$ cat config.mk
export PLATFORM = sky130hd
export DESIGN_NAME = boot_loader
export DESIGN_NICKNAME = d
export VERILOG_FILES = /design/src/rtl/boot_loader.sv
export SDC_FILE = /design/constraint.sdc
export NUM_CORES = 1
export LEC_CHECK = 0
export BUFFER_PORTS_ARGS = -buffer_cell sky130_fd_sc_hd__buf_2
export CORE_MARGIN = 10
export CORE_UTILIZATION = 24
export CTS_CLUSTER_DIAMETER = 120
export DETAILED_ROUTE_END_ITERATION = 12
export HOLD_SLACK_MARGIN = 0.02
export MAX_ROUTING_LAYER = met4
export SLEW_MARGIN = 15
export SYNTH_ARGS = -nofsm -noshare
export SYNTH_HDL_FRONTEND = slang
export SYNTH_SLANG_ARGS = --single-unit
$ cat constraint.sdc
create_clock -name clk -period 2.7 [get_ports clk]
set_clock_uncertainty 0.2 [all_clocks]
set_input_delay 0 -clock clk [delete_from_list [all_inputs] [get_ports clk]]
set_output_delay 0 -clock clk [all_outputs]
set_load 0.005 [all_outputs]
$ cat src/rtl/boot_loader.sv
module boot_loader #(
  parameter int WORDS = 80,
  parameter int AW    = 16,
  parameter int DW    = 16,
  parameter int BASE  = 0,
  localparam int IW   = $clog2(WORDS)
) (
  input  logic          clk,
  input  logic          rst_n,
  input  logic          arm,
  input  logic          host_rst,
  input  logic          cs_ack,
  input  logic          fill_we,
  input  logic [IW-1:0] fill_idx,
  input  logic [DW-1:0] fill_word,
  output logic          cs_req,
  output logic [AW-1:0] cs_addr,
  output logic [DW-1:0] cs_data,
  output logic          done
);
  typedef enum logic [2:0] {S_IDLE, S_ARMED, S_INRST, S_XFER, S_DONE} state_t;

  state_t        state;
  logic [IW-1:0] idx;
  logic [DW-1:0] img [WORDS];

  wire last  = (int'(idx) == WORDS - 1);
  wire taken = cs_req && cs_ack && !host_rst;

  always_ff @(posedge clk) begin
    if (fill_we && int'(fill_idx) < WORDS) img[fill_idx] <= fill_word;
  end

  always_ff @(posedge clk) begin
    if (!rst_n) begin
      state <= S_IDLE;
      idx   <= '0;
    end else begin
      case (state)
        S_IDLE, S_DONE: if (arm) state <= S_ARMED;
        S_ARMED:        if (host_rst) state <= S_INRST;
        S_INRST:        if (!host_rst) begin
                          state <= S_XFER;
                          idx   <= '0;
                        end
        S_XFER: begin
          if (host_rst) begin
            state <= S_INRST;
          end else if (taken) begin
            if (last) state <= S_DONE;
            else      idx   <= idx + 1'b1;
          end
        end
        default: state <= S_IDLE;
      endcase
    end
  end

  assign cs_req  = (state == S_XFER);
  assign done    = (state == S_DONE);
  assign cs_addr = AW'(BASE) + AW'(idx);
  assign cs_data = img[idx];
endmodule


# --- Word-level counts from Yosys, hierarchy flattened ---
# Memory sizes are Yosys's and may differ from the RTL's. A register that Yosys moved wholly into a read port is not among the register bits.
# Cells that the tools add are included.
# W data, S select, Z words.
classes:
  order_cmp: 1
  eq_ne: 13
  add_sub_neg: 1
  muxes: 16
  reduce_logical: 9
ops:
  columns: ["op", "n"]
  rows:
  - ["$mux W7", 6]
  - ["$mux W3", 6]
  - ["$pmux W7 S2", 1]
  - ["$pmux W3 S4", 1]
  - ["$ne A2 B2 Y1 const B", 5]
  - ["$reduce_and A5 Y1", 2]
  - ["$add A7 B1 Y7 const B", 1]
  - ["$eq A7 B7 Y1 const B", 1]
  - ["$lt A7 B7 Y1 const B", 1]
  - ["$eq A3 B2 Y1 const B", 2]
  - ["$ne A3 B2 Y1 const B", 2]
  - ["$eq A3 B1 Y1 const B", 1]
  - ["$eq A3 B3 Y1 const B", 1]
  - ["$logic_and A1 B1 Y1", 3]
  - ["$logic_not A3 Y1", 1]
  - ["$mux W1", 2]
  - ["$ne A2 B1 Y1 const B", 1]
  - ["$reduce_bool A2 Y1", 1]
  - ["$reduce_or A2 Y1", 1]
  - ["$logic_not A1 Y1", 1]
word_totals:
  wordCells: 43
  mem_count: 1
  reg_bits: 10
  output_inout_bits: 34
  ram_bits: 1280
  in_bits: 29
memory_table:
  columns: ["name", "depth", "width", "read_ports", "rd_clocked_by_memory_dff", "write_ports", "line", "rtl"]
  rows:
  - ["img", 80, 16, 1, 1, 1, "25", "logic [DW-1:0] img [WORDS];"]

# --- Longest topological paths before layout ---
# Gate-level depths: netlist (run 1).
logic_depth:
  ltp_word: 8
  depth_mapped: 10
  ltp_nobuf: 7

# --- Least setup slack after synthesis (run 1) ---
# Ideal clock, no wire load.
synth_path:
  kind: "reg-to-output"
  startpoint: "register (tool-made name)"
  endpoint: "output port cs_data[10]"
  path_stages_with_launch: 8
  n_path_buf: 4
  required_time_ns: 2.500
  setup_slack_ns: 0.450
  arrival_time_ns: 2.050
  cell_sequence: "dfxtp_1 -> buf_6 -> buf_4 -> buf_2 -> buf_1 -> mux2_2 -> o221a_2 -> a211o_1"
synth_lines:
  columns: ["element", "line", "rtl"]
  rows:
  - ["to (decl)", "18", "output logic [DW-1:0] cs_data,"]

==> results_dict.tcl, run 1 <==
set metrics [dict create \
    setup_slack_ns -0.785 \
    path_delay_family "compound AO/OA/AOI/OAI gates" \
    drv_slew 0 \
    worstSkewPairLatency_ns 0.76 \
    h-tree-depth 4 \
    grt_pass1_vias 25737 \
    relSlewSlack_pct 29.8 \
    drt-total-wl_mm 130 \
    cts_tree "built" \
    cp_max_fo 7 \
    crit_top_cell "buf_12" \
    synth.area.top_cells "edfxtp_1 77%, mux4_2 9.3%, mux2i_1 5.8%" \
    min_period_ns 3.49 \
    worstPathRequired_ns 2.50 \
    synthDistinctLibCells 43 \
    cts.clk_slew.worst_paths_ns 0.06 \
    p_clk_share_pct 43.4 \
    ys_top_cells_by_count "1280 x edfxtp_1, 289 x mux2i_1, 208 x mux4_2" \
    vdd_drop_max_mv 0.636 \
    gp_congestion 0.802 \
    power_frac_comb_pct 1.6 \
    synth_flop_cell "edfxtp_1" \
    switching_share_pct 19.9 \
    criticalPathCategory "reg2out" \
    internal-power_mw 32.3 \
    ios 63 \
    clock_path_buffers 3 \
    synth_edf_count 1280 \
    slowest_delay_ns 0.47 \
    drv_cap 0 \
    top_usage_layer "met2" \
    hpwlAfterDp_mm 76.2 \
    pre_cts_slack_ns -0.406 \
    leakage_nw 18.9 \
    antenna_left 0 \
    grt_use_met1_pct 14.0 \
    cts_made_buffers 132 \
    cp.depth 11 \
    ys_async_sr_fraction_pct 0 \
    synth_top_area_cell "edfxtp_1" \
    grt_usage_pct 11.3 \
    violations "setup timing" \
    stdcell_area_sq_um 62800 \
    antenna_found_initial 7 \
    status "finished, violations left" \
    synth_most_common_cell "edfxtp_1" \
    cts-root-buf "clkbuf_16" \
    setup_viol 16 \
    r2r_cells 8 \
    hold_path.class "in2reg" \
    slowest_stage "dfxtp_4" \
    seq_area_frac_synth_pct 77.2 \
    synth-seq-cells 1297 \
    endpoint_kind "output port" \
    firstDrtPassIters 5 \
    vias 25434 \
    cp-start-kind "flip-flop" \
    p_per_area_nw_per_um2 643 \
    grt.met3_usage_pct 2.08 \
    crit_chain "buf_12 -> buf_12 -> mux2i_2 -> a22o_1 -> nor3_1 -> buf_4 -> a31oi_4 -> a31oi_4 -> a211o_1 -> buf_12 -> buf_12" \
    synth_area_per_cell_sq_um 20.5 \
    finalHoldViolCount 0 \
    grt_pass1_wl_mm 187 \
    die_w_microns 477 \
    via_per_inst 4.42 \
    pwr-share-seq_pct 55.0 \
    grt_max_degree 81 \
    post_drt_wl_per_cell_microns 22.6 \
    initial_utilization_pct 24.2 \
    period_share_pct 129 \
    rsz0062_at_grt "yes" \
    power_switching_mw 8.04 \
    numPortBuffers 53 \
    hold_depth 3 \
    path_buf_inv 5 \
    coreArea_sq_um 208000 \
    areaGrowthSynthToFinish_pct 25.0 \
    placementRows 167 \
    die_height_microns 477 \
    drt_iter0_markers 2310 \
    grt_use_met2_pct 18.2 \
    drive_above_1_share_pct 30.2 \
    cts_sinks 1297 \
    final_nets 2899 \
    ys_warn_count 0 \
    syn_inst 2454 \
    crit_arrival_ns 3.29 \
    grt_overflow 0 \
    place_area_sq_um 56300 \
    drc 0 \
    max_clock_freq_mhz 287 \
    synth.cell_area_sq_um 50200 \
    worstMarginPinSlew_ns 1.05 \
    die-area_sq_um 228000 \
    yosysTopAreaCellShare_pct 76.6 \
]
## worst reg2reg max path, cell delays in order (launching register included)
cell and delay (ns):
dfxtp_1 0.39, ha_1 0.19, nand3_1 0.14, nor4_1 0.20
nand3_1 0.13, nand2_1 0.12, a21boi_0 0.08, o21a_1 0.18
dlygate4sd3_1 0.54
## cell families after synthesis
kind of cell / synth area share, %
muxes: 15.5
adders and majority gates: 0.0249
buffers and inverters: 1.48
AOI/OAI and AO/OA: 3.51
DFF: 77.2
other: 0.00747
and+or+nand+nor: 2.20
xor gates and xnor gates: 0.0872
## layer usage
layer,part of all wire [%],vias to the layer above
met5,0,-
met4,4.2,0
met3,5.2,203
met2,49,751
met1,41,13494
li1,-,10986
## flip-flops by register name, summed over array words and instances (netlist names), named ones only
register and cells:
state 3, idx 7, img 1280
## per-stage QoR
stage / power [mW] / utilization [%] / hold WS [ns] / instances / TNS (ns)
detailed placement: 23.2 / 27.1 / 0.0778 / 5418 / -3.86
CTS: 40.7 / 30.0 / 0.0231 / 5744 / -12.50
global placement: 23.2 / 27.1 / 0.0687 / 5418 / -4.20
global route: 41.5 / 30.2 / 0.105 / 5759 / -13.04
floorplan: 22.7 / - / -0.101 / 2462 / 0
finish: 40.3 / 30.2 / 0.109 / 5760 / -11.90
## final timing paths
kind / endpoint / startpoint / slack [ns]
worst max-delay path: cs_data[3] / flip-flop / -0.79
worst min-delay path: img[66][11] / fill_word[11] / 0.11
worst max register to register: state[0] / idx[1] / 0.40
worst min register to register: flip-flop / idx[1] / 0.36
## cells in the final DEF, fill, tap and decap left out, types with 5 or more instances in the layout
master,count
buf_4,223
a22o_1,32
a31oi_2,12
buf_2,38
buf_16,19
clkinv_1,30
nor2_2,6
a31oi_4,14
nor2_1,124
a22oi_2,7
dlygate4sd3_1,33
mux2i_2,17
nor2b_1,7
nand2b_1,8
nand3_1,38
conb_1,9
clkinvlp_4,5
edfxtp_1,1280
a21oi_2,12
bufbuf_16,7
a31oi_1,6
mux2i_4,11
buf_6,12
mux4_2,208
nor3_1,17
mux2_2,15
nand2_1,34
bufinv_16,6
dfxtp_1,13
clkbuf_16,147
clkbuf_1,32
mux2i_1,261
a211o_1,13
buf_12,76
a22oi_1,73
clkinv_2,11
a21oi_1,21
o221a_4,13
a211oi_1,15
## area by class of cell
class / count / area [sq um]
inverters: 2 / 7.51
clock buffers: 171 / 3600
diodes: 3 / 7.51
fillers: 20116 / 145000
multi-input cells: 1017 / 11500
clock inverters: 63 / 523
flip-flops and latches: 1297 / 38800
repair buffers: 419 / 4850
well taps: 2788 / 3490
## power groups by stage
stage | registers, mW | logic, mW | clock network (mW)
after floorplan | 22.6 | 0.110 | 0
after global placement | 22.6 | 0.574 | 0
after detailed placement | 22.6 | 0.598 | 0
after CTS | 22.2 | 0.651 | 17.9
after global routing | 22.2 | 0.688 | 18.7
final | 22.2 | 0.640 | 17.5
## repair_timing
item                                    4_1_cts  5_1_grt
cloned                                       14        8
endpoints found under the setup margin       16       17
resized for setup                           124       52
pin swaps                                    11       14
endpoints found under the hold margin      2321        0
hold buffers                                 33        0
buffers inserted                             45        8
(Power assumes the default switching activity.)
==> run 2, diff against run 1 <==
--- a/config.mk
+++ b/config.mk
@@ -8,10 +8,12 @@
 export BUFFER_PORTS_ARGS = -buffer_cell sky130_fd_sc_hd__buf_2
 export CORE_MARGIN = 10
 export CORE_UTILIZATION = 24
+export CTS_BUF_LIST = sky130_fd_sc_hd__clkbuf_8
 export CTS_CLUSTER_DIAMETER = 120
 export DETAILED_ROUTE_END_ITERATION = 12
 export HOLD_SLACK_MARGIN = 0.02
 export MAX_ROUTING_LAYER = met4
+export SKIP_LAST_GASP = 1
 export SLEW_MARGIN = 15
 export SYNTH_ARGS = -nofsm -noshare
 export SYNTH_HDL_FRONTEND = slang
==> constraint.sdc (replaced) <==
create_clock -name clk -period 3.5 [get_ports clk]
set_clock_uncertainty 0.2 [all_clocks]
set_input_delay 0 -clock clk [delete_from_list [all_inputs] [get_ports clk]]
set_output_delay 0 -clock clk [all_outputs]
set_load 0.005 [all_outputs]
==> run 2 against run 1 <==
Critical path depth unchanged; critical path type unchanged; the run still ends with setup timing left; global-route usage increased by 0.12 points; sequential power is 23% lower; critical endpoint is now cs_data[9].
==> results_dict.tcl, run 2 (synthesis results as in run 1) <==
set metrics [dict create \
    status "finished, violations left" \
    violations "setup timing" \
    antenna_left 0 \
    largest_reg_flops 1280 \
    final_util_pct 29.5 \
    drt-total-wl_mm 134 \
    p_total_mw 29.3 \
    grt_max_degree 81 \
    setup_slack_ns -0.121 \
    vias 26124 \
    finalHoldViolCount 0 \
    instances_no_fill 5882 \
    relSlewSlack_pct 21.2 \
    drv_cap 0 \
    drc 0 \
    grt_usage_pct 11.5 \
    cts-root-buf "clkbuf_8" \
    cts_tree "built" \
    clock_path_buffers 3 \
    r2r_cells 6 \
    via_per_inst 4.44 \
    placementRows 167 \
    gp_congestion 0.836 \
    drt_iter0_markers 2584 \
    crit_arrival_ns 3.42 \
    leakage_nw 18.8 \
    wl_met1_mm 55.8 \
    vdd_drop_max_mv 0.312 \
    setup_viol 16 \
    hold_depth 2 \
    worstSkewPairLatency_ns 0.89 \
    drv_slew 0 \
    final_nets 2953 \
    cp_max_fo 10 \
    wl_met3_mm 8.22 \
    worstMarginPinSlew_ns 1.18 \
    multi_input_area_sq_um 11300 \
    cts_made_buffers 207 \
    final_common_cell "edfxtp_1" \
    die_w_microns 477 \
    layout_common_cells "1280 x edfxtp_1, 269 x mux2i_1, 229 x buf_4, 208 x mux4_2, 208 x clkbuf_8" \
    grt_overflow 0 \
    post_drt_wl_per_cell_microns 22.7 \
    rsz0062_at_grt "yes" \
    reg_top3 "img (1280), idx (7), state (3)" \
    cp-start-kind "flip-flop" \
    h-tree-depth 4 \
    drive_above_1_share_pct 29.3 \
    highest_layer "met4" \
    period_share_pct 103 \
    p_per_area_nw_per_um2 477 \
    criticalPathCategory "reg2out" \
    cts_sinks 1297 \
    grt_pass1_vias 25986 \
    hpwlAfterDp_mm 77.5 \
    ios 63 \
    antenna_found_initial 9 \
    grt_pass1_wl_mm 189 \
    worstPathRequired_ns 3.30 \
    min_period_ns 3.62 \
    initial_utilization_pct 24.2 \
    timing.hold.ws_ns 0.109 \
    numPortBuffers 53 \
    met2WireLength_mm 66.1 \
    firstDrtPassIters 5 \
    ff_latch_area_sq_um 38800 \
    nFillCells 20287 \
    die_height_microns 477 \
    largest_register "img" \
    max_clock_freq_mhz 276 \
    endpoint_kind "output port" \
    areaGrowthSynthToFinish_pct 22.2 \
    die-area_sq_um 228000 \
    hold_path.class "in2reg" \
    dp.cells 5389 \
    cts.clk_slew.worst_paths_ns 0.06 \
    coreArea_sq_um 208000 \
]
==> run 2: metrics by stage <==
step / cell area, sq um / setup TNS [ns] / worst slack (ns)
finish: 61400 / -1.24 / -0.121
floorplan: 50200 / 0 / 1.25
global placement: 55400 / 0 / 0.294
detailed placement: 55400 / 0 / 0.294
CTS: 60500 / -3.59 / -0.249
global route: 61400 / -2.76 / -0.192
==> run 2: layout make-up <==
cell class,count,share of cell area (%)
diodes,5,0.0204
inverters,2,0.0122
flip-flops and latches,1297,63.2
multi-input cells,1018,18.4
repair buffers,397,6.65
clock buffers,208,4.67
clock inverters,167,1.35
well taps,2788,5.68
==> run 2: power by group <==
| group | switching [mW] | internal [mW] | total (mW) | leakage, nW |
|---|---|---|---|---|
| Clock | 5.93 | 5.71 | 11.6 | 2.19 |
| Sequential | 0.0130 | 17.1 | 17.1 | 11.6 |
| Combinational | 0.400 | 0.103 | 0.503 | 4.93 |
| Total | 6.34 | 22.9 | 29.3 | 18.8 |
==> run 2: path summary, 6_finish.rpt <==
| path | start | to | slack, ns |
|---|---|---|---|
| max | flip-flop | cs_data[9] | -0.12 |
| min | fill_word[11] | img[65][11] | 0.11 |
| max reg2reg | idx[0] | flip-flop | 0.71 |
| min reg2reg | idx[1] | idx[1] | 0.36 |
==> run 2: worst max-delay path, stage by stage, from the launching register on <==
cell,delay (ns)
dfxtp_4,0.38
buf_4,0.17
buf_4,0.17
nor2b_4,0.15
buf_4,0.18
a22o_1,0.21
nor3_1,0.33
a31oi_1,0.10
buf_4,0.18
a31oi_2,0.30
a211o_1,0.20
buf_2,0.13
==> run 2: metal layers <==
metal | up-vias | GRT usage (%)
li1 | 11134 | -
met3 | 178 | 2.08
met1 | 13831 | 14.7
met4 | 0 | 3.76
met5 | - | -
met2 | 981 | 18.3
==> run 2: what timing repair did <==
| action | 4_1_cts | 5_1_grt |
|---|---|---|
| cloned | 9 | 10 |
| setup buffers | 27 | 37 |
| hold buffers | 42 | 0 |
| pin swaps | 11 | 15 |
| resized for setup | 110 | 55 |
| hold endpoints to repair | 2561 | 0 |
| endpoints found under the setup margin | 16 | 16 |
